===== src/rtl/rxdma_pkg.sv =====
`timescale 1ns/1ps
package rxdma_pkg;

  typedef enum logic [2:0] {
    PS_STOPPED = 3'd0,
    PS_FETCH   = 3'd1,
    PS_WAIT    = 3'd3,
    PS_SUSP    = 3'd4,
    PS_CLOSE   = 3'd5,
    PS_XFER    = 3'd7
  } rx_pstate_e;

  typedef enum logic [2:0] {
    S_IDLE,
    S_FETCH,
    S_CHECK,
    S_BUFSEL,
    S_XFER,
    S_WDATA,
    S_WBACK,
    S_DROP
  } eng_state_e;

  // status word (word 0) field positions
  localparam int W0_OWN    = 31;
  localparam int W0_LEN_LO = 16;
  localparam int W0_DE     = 14;
  localparam int W0_FS     = 9;
  localparam int W0_LS     = 8;

  // control word (word 1) field positions
  localparam int W1_DIC    = 31;
  localparam int W1_EOR    = 25;
  localparam int W1_CHN    = 24;
  localparam int W1_SZ2_LO = 11;
  localparam int W1_SZ1_LO = 0;

  localparam int DESC_BYTES = 16;

endpackage


===== src/rtl/rxdma_byte_packer.sv =====
`timescale 1ns/1ps
module rxdma_byte_packer #(
  parameter int LANES = 4
) (
  input  logic                    clk,
  input  logic                    rst_n,
  input  logic                    push,
  input  logic [7:0]              din,
  input  logic                    clear,
  output logic [$clog2(LANES)-1:0] lane,
  output logic [8*LANES-1:0]      word,
  output logic [LANES-1:0]        be
);
  localparam int LW = $clog2(LANES);

  logic [LW-1:0] lane_q;
  logic [7:0]    byte_q [LANES];
  logic          be_q   [LANES];

  always_ff @(posedge clk or negedge rst_n) begin
    if (!rst_n)      lane_q <= '0;
    else if (clear)  lane_q <= '0;
    else if (push)   lane_q <= lane_q + 1'b1;
  end

  for (genvar g = 0; g < LANES; g++) begin : g_lane
    always_ff @(posedge clk or negedge rst_n) begin
      if (!rst_n) begin
        byte_q[g] <= '0;
        be_q[g]   <= 1'b0;
      end else if (clear) begin
        be_q[g]   <= 1'b0;
      end else if (push && lane_q == LW'(g)) begin
        byte_q[g] <= din;
        be_q[g]   <= 1'b1;
      end
    end
    assign word[8*g +: 8] = byte_q[g];
    assign be[g]          = be_q[g];
  end

  assign lane = lane_q;


  be_from_lane0_chk: assert property (@(posedge clk) disable iff (!rst_n)
    (be != '0) |-> be[0]);

endmodule


===== src/rtl/rxdma_fcs_pad.sv =====
`timescale 1ns/1ps
module rxdma_fcs_pad #(
  parameter int PAD = 4
) (
  input  logic       clk,
  input  logic       rst_n,
  input  logic       clear,
  input  logic       s_valid,
  input  logic [7:0] s_data,
  input  logic       s_last,
  input  logic       take,
  output logic       src_valid,
  output logic [7:0] src_byte,
  output logic       src_final,
  output logic       padding,
  output logic       stream_done
);
  localparam int PCW = (PAD > 1) ? $clog2(PAD) : 1;

  logic [PCW-1:0] pcnt;
  logic           pad_q;
  logic           done_q;

  always_ff @(posedge clk or negedge rst_n) begin
    if (!rst_n) begin
      pad_q  <= 1'b0;
      pcnt   <= '0;
      done_q <= 1'b0;
    end else if (clear) begin
      pad_q  <= 1'b0;
      pcnt   <= '0;
      done_q <= 1'b0;
    end else if (take) begin
      if (pad_q) begin
        if (pcnt == PCW'(PAD - 1)) pad_q <= 1'b0;
        else                      pcnt  <= pcnt + 1'b1;
      end else if (s_last) begin
        pad_q  <= 1'b1;
        pcnt   <= '0;
        done_q <= 1'b1;
      end
    end
  end

  assign src_valid   = pad_q | s_valid;
  assign src_byte    = pad_q ? 8'h00 : s_data;
  assign src_final   = pad_q && (pcnt == PCW'(PAD - 1));
  assign padding     = pad_q;
  assign stream_done = done_q;


  pad_after_last_chk: assert property (@(posedge clk) disable iff (!rst_n)
    $rose(pad_q) |-> $past(s_valid && s_last));

endmodule


===== src/rtl/rxdma_ring_nav.sv =====
`timescale 1ns/1ps
module rxdma_ring_nav #(
  parameter int AW         = 32,
  parameter int DESC_BYTES = 16
) (
  input  logic [AW-1:0] cur,
  input  logic [AW-1:0] base,
  input  logic [AW-1:0] link,
  input  logic          end_of_ring,
  input  logic          chained,
  output logic [AW-1:0] next
);
  always_comb begin
    if (end_of_ring)  next = base;
    else if (chained) next = link;
    else              next = cur + AW'(DESC_BYTES);
  end
endmodule


===== src/rtl/rxring_dma.sv =====
`timescale 1ns/1ps
module rxring_dma
  import rxdma_pkg::*;
#(
  parameter int AW        = 32,
  parameter int LEN_W     = 14,
  parameter int BSZ_W     = 11,
  parameter int FCS_BYTES = 4
) (
  input  logic          clk,
  input  logic          rst_n,
  input  logic          mac_rx_en,
  input  logic          dma_rx_start,
  input  logic          flush_ctl,
  input  logic [AW-1:0] ring_base,
  input  logic          s_valid,
  input  logic [7:0]    s_data,
  input  logic          s_last,
  output logic          s_ready,
  output logic          mem_req,
  output logic          mem_we,
  output logic [AW-1:0] mem_addr,
  output logic [31:0]   mem_wdata,
  output logic [3:0]    mem_be,
  input  logic [31:0]   mem_rdata,
  input  logic          mem_ready,
  output logic [2:0]    proc_state,
  output logic          ev_ri,
  output logic          ev_ru,
  output logic [AW-1:0] desc_ptr
);
  localparam int LANES = 4;
  localparam int LW    = $clog2(LANES);

  eng_state_e st;
  logic [1:0]       fidx;
  logic [AW-1:0]    desc_addr, cur_desc;
  logic             d_own, d_dic, d_eor, d_chn;
  logic [BSZ_W-1:0] d_sz1, d_sz2;
  logic [AW-3:0]    d_b1;
  logic [AW-1:0]    d_link;
  logic             first_desc, bsel, fin, last_flag, de_flag, susp;
  logic [AW-1:0]    buf_addr;
  logic [BSZ_W-1:0] buf_left;
  logic [LEN_W-1:0] total;
  logic             ri_q, ru_q;

  logic             en, start, take;
  logic             src_valid, src_final, padding, stream_done;
  logic [7:0]       src_byte;
  logic [LW-1:0]    lane;
  logic [31:0]      pk_word;
  logic [3:0]       pk_be;
  logic             pk_clear;
  logic [AW-1:0]    nxt;
  logic [31:0]      wb_word;
  rx_pstate_e       ps;

  assign en       = mac_rx_en && dma_rx_start;
  assign start    = (st == S_IDLE) && en && s_valid;
  assign take     = (st == S_XFER) && src_valid;
  assign pk_clear = (st == S_WDATA) && mem_ready;

  rxdma_fcs_pad #(.PAD(FCS_BYTES)) pad_i (
    .clk(clk), .rst_n(rst_n), .clear(start),
    .s_valid(s_valid), .s_data(s_data), .s_last(s_last),
    .take(take), .src_valid(src_valid), .src_byte(src_byte),
    .src_final(src_final), .padding(padding), .stream_done(stream_done)
  );

  rxdma_byte_packer #(.LANES(LANES)) pack_i (
    .clk(clk), .rst_n(rst_n), .push(take), .din(src_byte),
    .clear(pk_clear), .lane(lane), .word(pk_word), .be(pk_be)
  );

  rxdma_ring_nav #(.AW(AW), .DESC_BYTES(DESC_BYTES)) nav_i (
    .cur(desc_addr), .base(ring_base), .link(d_link),
    .end_of_ring(d_eor), .chained(d_chn), .next(nxt)
  );

  always_comb begin
    wb_word = '0;
    wb_word[W0_LEN_LO +: LEN_W] = total;
    wb_word[W0_DE] = de_flag;
    wb_word[W0_FS] = first_desc;
    wb_word[W0_LS] = last_flag;
  end

  // memory port mux
  always_comb begin
    mem_req   = 1'b0;
    mem_we    = 1'b0;
    mem_addr  = '0;
    mem_wdata = '0;
    mem_be    = 4'h0;
    unique case (st)
      S_FETCH: begin
        mem_req  = 1'b1;
        mem_addr = desc_addr + AW'({fidx, 2'b00});
        mem_be   = 4'hF;
      end
      S_WDATA: begin
        mem_req   = 1'b1;
        mem_we    = 1'b1;
        mem_addr  = buf_addr;
        mem_wdata = pk_word;
        mem_be    = pk_be;
      end
      S_WBACK: begin
        mem_req   = 1'b1;
        mem_we    = 1'b1;
        mem_addr  = desc_addr;
        mem_wdata = wb_word;
        mem_be    = 4'hF;
      end
      default: ;
    endcase
  end

  assign s_ready = ((st == S_XFER) && !padding) || (st == S_DROP);

  // descriptor capture
  always_ff @(posedge clk or negedge rst_n) begin
    if (!rst_n) begin
      d_own  <= 1'b0;
      d_dic  <= 1'b0;
      d_eor  <= 1'b0;
      d_chn  <= 1'b0;
      d_sz1  <= '0;
      d_sz2  <= '0;
      d_b1   <= '0;
      d_link <= '0;
    end else if (st == S_FETCH && mem_ready) begin
      unique case (fidx)
        2'd0: d_own <= mem_rdata[W0_OWN];
        2'd1: begin
          d_dic <= mem_rdata[W1_DIC];
          d_eor <= mem_rdata[W1_EOR];
          d_chn <= mem_rdata[W1_CHN];
          d_sz1 <= mem_rdata[W1_SZ1_LO +: BSZ_W];
          d_sz2 <= mem_rdata[W1_SZ2_LO +: BSZ_W];
        end
        2'd2: d_b1   <= mem_rdata[AW-1:2];
        default: d_link <= mem_rdata[AW-1:0];
      endcase
    end
  end

  // control sequencer
  always_ff @(posedge clk or negedge rst_n) begin
    if (!rst_n) begin
      st         <= S_IDLE;
      fidx       <= '0;
      desc_addr  <= '0;
      cur_desc   <= '0;
      first_desc <= 1'b0;
      bsel       <= 1'b0;
      fin        <= 1'b0;
      last_flag  <= 1'b0;
      de_flag    <= 1'b0;
      susp       <= 1'b0;
      buf_addr   <= '0;
      buf_left   <= '0;
      total      <= '0;
      ri_q       <= 1'b0;
      ru_q       <= 1'b0;
    end else begin
      ri_q <= 1'b0;
      ru_q <= 1'b0;
      unique case (st)
        S_IDLE: if (start) begin
          if (cur_desc == '0) begin
            cur_desc  <= ring_base;
            desc_addr <= ring_base;
          end else begin
            desc_addr <= cur_desc;
          end
          first_desc <= 1'b1;
          total      <= '0;
          fin        <= 1'b0;
          last_flag  <= 1'b0;
          de_flag    <= 1'b0;
          susp       <= 1'b0;
          fidx       <= '0;
          st         <= S_FETCH;
        end
        S_FETCH: if (mem_ready) begin
          if (fidx == 2'd3) st <= S_CHECK;
          fidx <= fidx + 1'b1;
        end
        S_CHECK: begin
          if (!d_own) begin
            if (first_desc) begin
              ru_q <= 1'b1;
              ri_q <= 1'b1;
              susp <= 1'b1;
              st   <= S_DROP;
            end else begin
              last_flag <= 1'b1;
              de_flag   <= !flush_ctl;
              st        <= S_WBACK;
            end
          end else begin
            bsel <= 1'b0;
            st   <= S_BUFSEL;
          end
        end
        S_BUFSEL: begin
          if (!bsel) begin
            if (d_sz1 != '0) begin
              buf_addr <= {d_b1, 2'b00};
              buf_left <= d_sz1;
              st       <= S_XFER;
            end else begin
              bsel <= 1'b1;
            end
          end else if (!d_chn && d_sz2 != '0) begin
            buf_addr <= {d_link[AW-1:2], 2'b00};
            buf_left <= d_sz2;
            st       <= S_XFER;
          end else begin
            st <= S_WBACK;
          end
        end
        S_XFER: if (take) begin
          total    <= total + 1'b1;
          buf_left <= buf_left - 1'b1;
          if (src_final) fin <= 1'b1;
          if (lane == LW'(LANES - 1) || buf_left == BSZ_W'(1) || src_final)
            st <= S_WDATA;
        end
        S_WDATA: if (mem_ready) begin
          buf_addr <= buf_addr + AW'(LANES);
          if (fin) begin
            last_flag <= 1'b1;
            st        <= S_WBACK;
          end else if (buf_left == '0) begin
            if (!bsel) begin
              bsel <= 1'b1;
              st   <= S_BUFSEL;
            end else begin
              st <= S_WBACK;
            end
          end else begin
            st <= S_XFER;
          end
        end
        S_WBACK: if (mem_ready) begin
          first_desc <= 1'b0;
          if (last_flag) begin
            if (!d_dic) ri_q <= 1'b1;
            cur_desc <= nxt;
            st       <= stream_done ? S_IDLE : S_DROP;
          end else begin
            desc_addr <= nxt;
            fidx      <= '0;
            st        <= S_FETCH;
          end
        end
        S_DROP: if (s_valid && s_last) st <= S_IDLE;
        default: st <= S_IDLE;
      endcase
    end
  end

  always_comb begin
    unique case (st)
      S_IDLE:            ps = !en ? PS_STOPPED : (susp ? PS_SUSP : PS_WAIT);
      S_FETCH, S_CHECK:  ps = first_desc ? PS_FETCH : PS_XFER;
      S_WBACK:           ps = last_flag ? PS_CLOSE : PS_XFER;
      S_DROP:            ps = susp ? PS_SUSP : PS_WAIT;
      default:           ps = PS_XFER;
    endcase
  end

  assign proc_state = ps;
  assign ev_ri      = ri_q;
  assign ev_ru      = ru_q;
  assign desc_ptr   = cur_desc;


  mem_hold_chk: assert property (@(posedge clk) disable iff (!rst_n)
    (mem_req && !mem_ready) |=> (mem_req && $stable(mem_addr) && $stable(mem_we)
                                 && $stable(mem_wdata) && $stable(mem_be)));


  gated_start_chk: assert property (@(posedge clk) disable iff (!rst_n)
    (st == S_IDLE && !en) |=> (st == S_IDLE));


  ru_suspends_chk: assert property (@(posedge clk) disable iff (!rst_n)
    ev_ru |-> (proc_state == 3'd4));


  no_buf_overrun_chk: assert property (@(posedge clk) disable iff (!rst_n)
    take |-> (buf_left != '0));

endmodule


===== config.mk =====
export PLATFORM = sky130hd
export DESIGN_NAME = rxring_dma
export DESIGN_NICKNAME = d
export VERILOG_FILES = /design/src/rtl/rxdma_pkg.sv /design/src/rtl/rxdma_byte_packer.sv /design/src/rtl/rxdma_fcs_pad.sv /design/src/rtl/rxdma_ring_nav.sv /design/src/rtl/rxring_dma.sv
export SDC_FILE = /design/constraint.sdc
export NUM_CORES = 1
export LEC_CHECK = 0
export BUFFER_PORTS_ARGS = -buffer_cell sky130_fd_sc_hd__buf_2
export CORE_UTILIZATION = 46
export DETAILED_ROUTE_END_ITERATION = 10
export PLACE_DENSITY = 0.66
export REMOVE_ABC_BUFFERS = 1
export SETUP_SLACK_MARGIN = 0.1
export SLEW_MARGIN = 20
export SYNTH_ARGS = -nofsm -noshare
export SYNTH_HDL_FRONTEND = slang
export SYNTH_SLANG_ARGS = --single-unit
export TNS_END_PERCENT = 100

===== constraint.sdc =====
create_clock -name clk -period 3.9 [get_ports clk]
set_input_delay 0.195 -clock clk [delete_from_list [all_inputs] [get_ports clk]]
set_output_delay 0.195 -clock clk [all_outputs]
set_load 0.03 [all_outputs]

==> out/results.ini, run 1 <==
[synthesis]
synth_top_flop_cell=dfrtp_1
syn-cell-area_sq_um=15200
synth_cell_types=88
synth_common_cells=262 x dfrtp_1, 187 x nand2_1, 173 x a21oi_1
synth_top_cell_area_share=0.432
synth_warnings=0
ys_seq_area_frac=0.432
yosysTopAreaCell=dfrtp_1
synthCells=1645
synth_most_common_cell=dfrtp_1
synth.avg_cell_area_sq_um=9.23
async_flop_share=1.00
synth_edf_count=0
ys_ff_latch=262
yosys-top-cells-area=dfrtp_1 43%, mux2_2 8.4%, a21oi_1 5.7%

[placement]
io_buffers=187
gp_congestion=0.926
placed_area_sq_um=16500
dpl.hpwl_mm=32.9

[clocking]
clkLatencyLatePin_ns=0.57
clockBufferDepth=3
cts_tree=done
root_buffer=clkbuf_16
htree_levels=1
clkTransAtPathRegs_ns=0.06
postCtsSetupRepairBufs=0
numCtsBuffers=30
clock_sinks=262

[drt]
viasPerCell=5.98
antenna_left=0
wl_mm=47.1
vias=13700
first_pass_iters=5
drt_iter0_drc=1317
routedWlPerCell_microns=20.6
drcViolationCount=0

[power_and_ir_drop]
p_switching_mw=6.47
p_clk_frac=0.200
power.density_nw_per_um2=801
p_comb_frac=0.437
cellInternalPower_mw=7.98
seqPwrFrac=0.362
sw_frac_of_total=0.448
p_leak_nw=8.28
peakVddDrop_v=0.000471

[run_status]
status=finished, final reports clean

[sta]
fmax_mhz=290
fin_skew_ns=0.0119
fin_crit_ns=3.45
rsz0062_at_grt=no
relSlewSlack=0.274
fin_crit_sh=0.885
slew_viol_final=0
finalSetupViolCount=0
hold_viol_final=0
max_slew.worst_pin.slew_ns=1.09

[global_route]
grt_overflow_total=0
grt_usage=0.280
grt_pass1_wl_mm=73.8
first_global_vias=13200
grt_max_degree=120
antenna_found_initial=0

[worst_setup_path]
cp_max_fo=9
start_kind=register
worst_path_max_delay_cell=dfrtp_1
max_stage_delay_ns=0.48
r2r_slack_ns=1.15
timing.rr.end=buf_addr[31]
end_kind=output port
r2r-start=st[1]
crit_required_ns=3.70
crit_type=register to output port
arrival_ns=3.26
path_cells=ha_1, nand4_4, nor4_2, and3_1, and4bb_2, a21oi_1, o21ai_0, buf_2
reg2reg_depth=6

[worst_hold_path]
min_to=desc_addr[20]
min_path_cells=4
hold_path_class=input port to register
hold_start=ring_base[20]

[floorplan]
core_area_sq_um=32500
std_cell_rows=66
dieArea_sq_um=33700
die_w_microns=184
start_util=0.467
die_h_microns=184
io_pins=188

[layout]
finalInstanceArea_sq_um=18000
finish.utilization=0.555
drive_above_1_share=0.232
antennaDiodeCount=0
layout.nets=1923
areaGrowthSynthToFinish_pct=18.8

[flow_run]
maxCapViolCount=0

==> what timing repair did <==
item,in CTS,in global routing
hold buffers,52,0
gates resized for setup,0,0
hold endpoints to repair,245,0
setup endpoints to repair,0,0
==> per-stage QoR <==
stage	hold slack [ns]	setup TNS [ns]	setup WS (ns)	total power [mW]	instances
after global placement	0.343	0	1.13	11.3	2183
final	0.0222	0	0.449	14.5	2291
after detailed placement	0.359	0	1.06	11.5	2183
after CTS	0.00260	0	0.454	14.5	2291
after global routing	0.0171	0	0.221	15.4	2291
after floorplan	-0.101	-104.79	-2.06	9.19	1521
==> kinds of logic after synthesis <==
logic type | after synthesis | synth area share
DFF | 262 | 0.432
AOI/OAI and AO/OA | 536 | 0.222
and+or+nand+nor | 507 | 0.169
xor gates and xnor gates | 34 | 0.0196
adders and majority gates | 18 | 0.0153
buffers and inverters | 150 | 0.0426
muxes | 138 | 0.100
==> worst max-delay path by stage <==
stage                     slack (ns)  cells after the start    startpoint      endpoint
after floorplan                -2.06                      5         st[2]   buf_addr[2]
after global routing            0.22                      8  desc_addr[4]  mem_addr[30]
final                           0.45                      8  desc_addr[4]  mem_addr[24]
after detailed placement        1.06                      8  desc_addr[4]  mem_addr[24]
after CTS                       0.45                      8  desc_addr[4]  mem_addr[24]
after global placement          1.13                      8  desc_addr[4]  mem_addr[24]
==> power by group through the flow <==
stage          registers [mW]  logic (mW)  clock network [mW]
5_1_grt                  5.38        6.94                3.06
3_3_place_gp             5.17        6.12                   0
3_5_place_dp             5.23        6.23                   0
2_1_floorplan            5.18        4.01                   0
6_report                 5.24        6.32                2.90
4_1_cts                  5.19        6.30                2.95
==> cell type report <==
type / instances / area, sq um
timing repair buffer: 272 / 1780
clock inverter: 13 / 126
inverter: 26 / 97.6
multi-input combinational: 1233 / 8030
sequential: 262 / 6560
tap: 442 / 553
clock buffer: 43 / 910
fill: 2956 / 14500
==> state kept, by name, summed over array words and instances, names as in the netlist, 3 cells and up <==
signal and flops:
buf_left 11, desc_addr 32, buf_addr 30, d_b1 30, total 14, st 3
d_link 32, d_sz1 11, desc_ptr 32, pack_i.be 4, d_sz2 11, pack_i.word 32
==> worst max-delay path: cells and delay by family (launching register included) <==
kind	cells	cell delay, ns
buffers and inverters	1	0.28
and+or+nand+nor	4	1.17
AOI/OAI and AO/OA	2	0.39
adders and majority gates	1	0.37
DFF	1	0.48
==> cell usage in the layout, fill, tap and decap left out, types with 6 or more instances in the layout <==
| master | count |
|---|---|
| mux2_2 | 113 |
| o22ai_1 | 24 |
| nand3_1 | 38 |
| a221o_1 | 11 |
| a2bb2oi_1 | 11 |
| buf_2 | 186 |
| clkinv_2 | 10 |
| dlygate4sd3_1 | 52 |
| inv_1 | 26 |
| buf_4 | 28 |
| o21a_1 | 9 |
| clkbuf_16 | 30 |
| nor2b_1 | 14 |
| xor2_1 | 16 |
| a221oi_1 | 17 |
| o21ai_0 | 146 |
| a21o_1 | 34 |
| a21oi_1 | 172 |
| o31ai_1 | 16 |
| nand2_1 | 187 |
| a22oi_1 | 8 |
| nand2b_1 | 6 |
| and2_1 | 20 |
| dfrtp_1 | 260 |
| a22o_1 | 25 |
| nor2_1 | 109 |
| nor4_1 | 21 |
| or3_1 | 9 |
| mux2i_1 | 23 |
| nand4_1 | 16 |
| clkbuf_8 | 11 |
| ha_1 | 17 |
| xnor2_1 | 18 |
| and3_1 | 17 |
| nor3_1 | 26 |
==> layer usage <==
layer | track usage | wire, microns
met5 | 0 | 0
met4 | 0.101 | 1560
met1 | 0.388 | 20400
met3 | 0.0436 | 3660
met2 | 0.443 | 21500
(Power assumes the default switching activity.)
==> inputs of run 2 (changes only) <==
- PLACE_DENSITY: 0.66 -> 0.65
- SYNTH_HIERARCHICAL: not set -> 1
==> out/results.ini, run 2 <==
[run_status]
status=finished, final reports clean

[global_route]
grt_pass1_wl_mm=77.5
grt_max_degree=120
grt_usage=0.273
antenna_found_initial=0
first_global_vias=13700
grt_overflow_total=0

[drt]
antenna_left=0
wl_mm=48.7
dr_wl_met3_mm=3.09
first_pass_iters=5
drt_iter0_drc=1305
wl_met1_mm=22.1
topRoutingLayerUsed=met4
drcViolationCount=0
routedWlPerCell_microns=21.2
viasPerCell=6.17
vias=14200
route.met2.wl_mm=22.4

[sta]
finalSetupViolCount=0
max_slew.worst_pin.slew_ns=1.02
fmax_mhz=278
rsz0062_at_grt=no
fin_setup_tns_ns=0
fin_skew_ns=0.0185
hold_viol_final=0
slew_viol_final=0
fin_crit_sh=0.924
fin_crit_ns=3.60
relSlewSlack=0.318

[clocking]
clock_sinks=262
clockBufferDepth=3
ctsResizeCount=0
numCtsBuffers=29
cts_tree=done
root_buffer=clkbuf_16
htree_levels=1
clkTransAtPathRegs_ns=0.06
clkLatencyLatePin_ns=0.57

[flow_run]
maxCapViolCount=0

[synthesis]
yosysTopAreaCell=dfrtp_1
ys_ff_latch=262
synth_top_flop_cell=dfrtp_1
synthCells=1652
synth.avg_cell_area_sq_um=9.69
synth_edf_count=0
synth_most_common_cell=dfrtp_1
yosys-top-cells-area=dfrtp_1 41%, mux2_2 9.4%, nand2_1 3.5%
synth_common_cells=262 x dfrtp_1, 150 x nand2_1, 134 x mux2_2, 134 x nor2_1, 96 x o21ai_0
ys_seq_area_frac=0.409
synth_top_cell_area_share=0.409
syn-cell-area_sq_um=16000
synth_cell_types=87
async_flop_share=1.00
synth_warnings=6

[worst_setup_path]
crit_type=register to output port
start_kind=register
reg2reg_depth=6
end_kind=output port
timing.rr.end=pack_i/word[26]
r2r-start=st[2]
startpoint=fidx[0]
crit_required_ns=3.70
r2r_slack_ns=0.93
arrival_ns=3.41
cp_max_fo=10

[placement]
dpl.hpwl_mm=34.7
placed_area_sq_um=17200
io_buffers=187
gp_congestion=0.919

[worst_hold_path]
hold_path_class=input port to register
hold_start=ring_base[25]
min_path_cells=3
min_to=desc_ptr[25]

[floorplan]
std_cell_rows=67
die_h_microns=189
dieArea_sq_um=35600
core_area_sq_um=33900
die_w_microns=189
io_pins=188
start_util=0.473

[layout]
fillers=3065
layout_common_cells=260 x dfrtp_1, 186 x buf_2, 149 x nand2_1
mostFrequentLayoutCell=dfrtp_1
layout.nets=1927
finalInstanceArea_sq_um=18600
finish.utilization=0.550
areaGrowthSynthToFinish_pct=16.4
antennaDiodeCount=0
drive_above_1_share=0.265

[power_and_ir_drop]
p_switching_mw=8.13
sw_frac_of_total=0.481
seqPwrFrac=0.311
p_leak_nw=8.34
p_comb_frac=0.515
power.density_nw_per_um2=908
p_clk_frac=0.174
design_power_total_mw=16.9
cellInternalPower_mw=8.79
peakVddDrop_v=0.000924

run 2: power groups by stage:
| stage | registers (mW) | clock network [mW] | logic, mW |
|---|---|---|---|
| global route | 5.44 | 3.09 | 9.48 |
| CTS | 5.24 | 2.99 | 8.65 |
| global placement | 5.24 | 0 | 8.42 |
| finish | 5.27 | 2.94 | 8.71 |
| floorplan | 5.08 | 0 | 5.50 |
| detailed placement | 5.28 | 0 | 8.57 |
run 2: critical path, stage by stage (launching register included):
cell     delay [ns]
dfrtp_1        0.42
ha_1           0.21
fa_1           0.30
nand4_1        0.33
nor4_4         0.65
nand4_1        0.21
xor2_1         0.18
o22ai_1        0.26
buf_2          0.26
run 2: worst max path at each step:
stage / endpoint / cells after the start / slack [ns]
5_1_grt: mem_addr[30] / 8 / 0.10
4_1_cts: mem_addr[30] / 8 / 0.30
3_5_place_dp: mem_addr[30] / 8 / 0.89
2_1_floorplan: mem_addr[26] / 4 / -0.31
3_3_place_gp: mem_addr[28] / 7 / 0.95
6_report: mem_addr[30] / 8 / 0.30
run 2: what timing repair did:
item                      CTS  global route
setup buffers               0             0
hold buffers               40             0
hold endpoints to repair  212             0
run 2: routing by layer:
metal	vias up	global-route usage
met2	567	0.437
met5	-	0
li1	6552	-
met3	75	0.0272
met4	0	0.0654
met1	7006	0.396
run 2: area by class of cell:
| cell class | instances | area (sq um) | area share |
|---|---|---|---|
| Clock buffer | 42 | 855 | 0.0458 |
| Clock inverter | 12 | 171 | 0.00919 |
| Tap cell | 448 | 561 | 0.0301 |
| Timing Repair Buffer | 257 | 1610 | 0.0863 |
| Inverter | 29 | 109 | 0.00584 |
| Multi-Input combinational cell | 1250 | 8780 | 0.471 |
| Sequential cell | 262 | 6560 | 0.352 |
run 2: stage by stage:
stage          cells  setup WS (ns)  hold slack, ns
5_1_grt         2300          0.104          0.0226
4_1_cts         2300          0.300         0.00163
2_1_floorplan   1541         -0.314          -0.101
3_3_place_gp    2206          0.945           0.366
6_report        2300          0.298          0.0115
3_5_place_dp    2206          0.888           0.360
run 2: kinds of logic after synthesis:
kind of cell    count (synthesis)  share of synthesized area
compound gates                466                      0.205
flops                         262                      0.409
buf+inv                       140                     0.0433
xor+xnor                       30                     0.0164
mux                           178                      0.122
fa+ha+maj                      18                     0.0145
simple gates                  558                      0.189
==> inputs of run 3 (changes only) <==
- MAX_ROUTING_LAYER: not set -> met4
==> out/results.ini, run 3 (synthesis results as in run 2) <==
[worst_setup_path]
max_stage_delay_ns=0.65
start_kind=register
crit_type=register to output port
path_cells=ha_1, fa_1, nand4_1, nor4_4, nand4_1, xor2_1, o22ai_1, buf_2
r2r-start=st[2]
worst_path_max_delay_cell=nor4_4
cp_max_fo=10
arrival_ns=3.40
crit_required_ns=3.70
startpoint=fidx[0]
end_kind=output port
crit_path_frequent_cell=nand4_1

[floorplan]
die_h_microns=189
start_util=0.473
io_pins=188
dieArea_sq_um=35600
die_w_microns=189
std_cell_rows=67
core_area_sq_um=33900

[power_and_ir_drop]
cellInternalPower_mw=8.79
sw_frac_of_total=0.480
p_leak_nw=8.34
power.density_nw_per_um2=907
seqPwrFrac=0.312
p_switching_mw=8.13
p_clk_frac=0.173
peakVddDrop_v=0.000914
p_comb_frac=0.515

[global_route]
first_global_vias=13700
grt_usage=0.281
grt_pass1_wl_mm=77.5
grt_max_degree=120
grt_overflow_total=0
antenna_found_initial=0

[worst_hold_path]
hold_path_class=input port to register
hold_start=ring_base[25]

[sta]
slew_viol_final=0
fin_crit_sh=0.922
finalSetupViolCount=0
max_slew.worst_pin.slew_ns=1.02
fin_skew_ns=0.0232
relSlewSlack=0.317
fmax_mhz=278
hold_viol_final=0
fin_crit_ns=3.60
setup_ws_ns=0.304
fin_setup_tns_ns=0
fin_hold_ws_ns=0.0172
rsz0062_at_grt=no

[layout]
finish.utilization=0.550
layout_common_cells=260 x dfrtp_1, 186 x buf_2, 149 x nand2_1
fillers=3065
areaGrowthSynthToFinish_pct=16.4
drive_above_1_share=0.265
multiInputGateArea_sq_um=8780
antennaDiodeCount=0
layout.nets=1927
mostFrequentLayoutCell=dfrtp_1
regArea_sq_um=6560

[clocking]
clkTransAtPathRegs_ns=0.06
numCtsBuffers=29
clkLatencyLatePin_ns=0.57
cts_tree=done
clock_sinks=262
htree_levels=1
clockBufferDepth=3
root_buffer=clkbuf_16

[drt]
antenna_left=0
wl_mm=48.8
first_pass_iters=6
vias=14200
viasPerCell=6.15
routedWlPerCell_microns=21.2
drcViolationCount=0
drt_iter0_drc=1330

[placement]
gp_congestion=0.936
dpl_worst_slack_ns=0.888
dpl.hpwl_mm=34.7
io_buffers=187

[flow_run]
maxCapViolCount=0

[run_status]
status=finished, final reports clean

## run 3: cell counts in the layout (fill, tap and decap cells not counted)
Identical to the previous run, type by type.
## run 3: area by class of cell
type,count,share of cell area
clock inverter,12,0.00919
sequential,262,0.352
inverter,29,0.00584
multi-input combinational,1250,0.471
tap,448,0.0301
clock buffer,42,0.0458
timing repair buffer,257,0.0863
## run 3: stage by stage
| stage | cells | power, mW | area, sq um |
|---|---|---|---|
| after floorplan | 1541 | 10.6 | 15400 |
| after global placement | 2206 | 13.7 | 17200 |
| after detailed placement | 2206 | 13.9 | 17200 |
| after CTS | 2300 | 16.9 | 18600 |
| after global routing | 2300 | 18.0 | 18600 |
| final | 2300 | 16.9 | 18600 |
## run 3: layer usage
layer / up-vias / track usage / share of wire / routed length [microns]
met5: - / - / 0 / 0
met4: 0 / 0.0654 / 0.023 / 1100
met3: 75 / 0.0268 / 0.064 / 3130
met2: 544 / 0.437 / 0.46 / 22400
met1: 6981 / 0.396 / 0.45 / 22100
li1: 6554 / - / - / -
## run 3: final timing paths
check | endpoint | slack (ns) | cells past startpoint
setup / recovery | mem_addr[30] | 0.30 | 8
hold / removal | desc_ptr[25] | 0.02 | 3
setup reg to reg | pack_i/word[26] | 0.94 | 6
hold reg to reg | d_b1[17] | 0.50 | 1
max in group asynchronous | desc_addr[11] | 2.58 | 3
min in group asynchronous | pack_i/word[10] | 0.32 | 2
## run 3: power groups by stage
stage	clock network [mW]	registers (mW)	logic [mW]
2_1_floorplan	0	5.08	5.50
3_3_place_gp	0	5.24	8.42
3_5_place_dp	0	5.28	8.57
4_1_cts	2.99	5.24	8.65
5_1_grt	3.09	5.44	9.47
6_report	2.93	5.27	8.71
## run 3: worst max-delay path: cells and delay by family, from the launching register on
| family | cells | cell delay [ns] |
|---|---|---|
| xor+xnor | 1 | 0.18 |
| buf+inv | 1 | 0.26 |
| simple gates | 3 | 1.19 |
| fa+ha+maj | 2 | 0.51 |
| compound gates | 1 | 0.26 |
| flops | 1 | 0.42 |
## run 3: repair_timing
item | 4_1_cts | 5_1_grt
resized for setup | 0 | 0
buffers inserted | 0 | 0
endpoints found under the hold margin | 212 | 0
hold buffers | 40 | 0
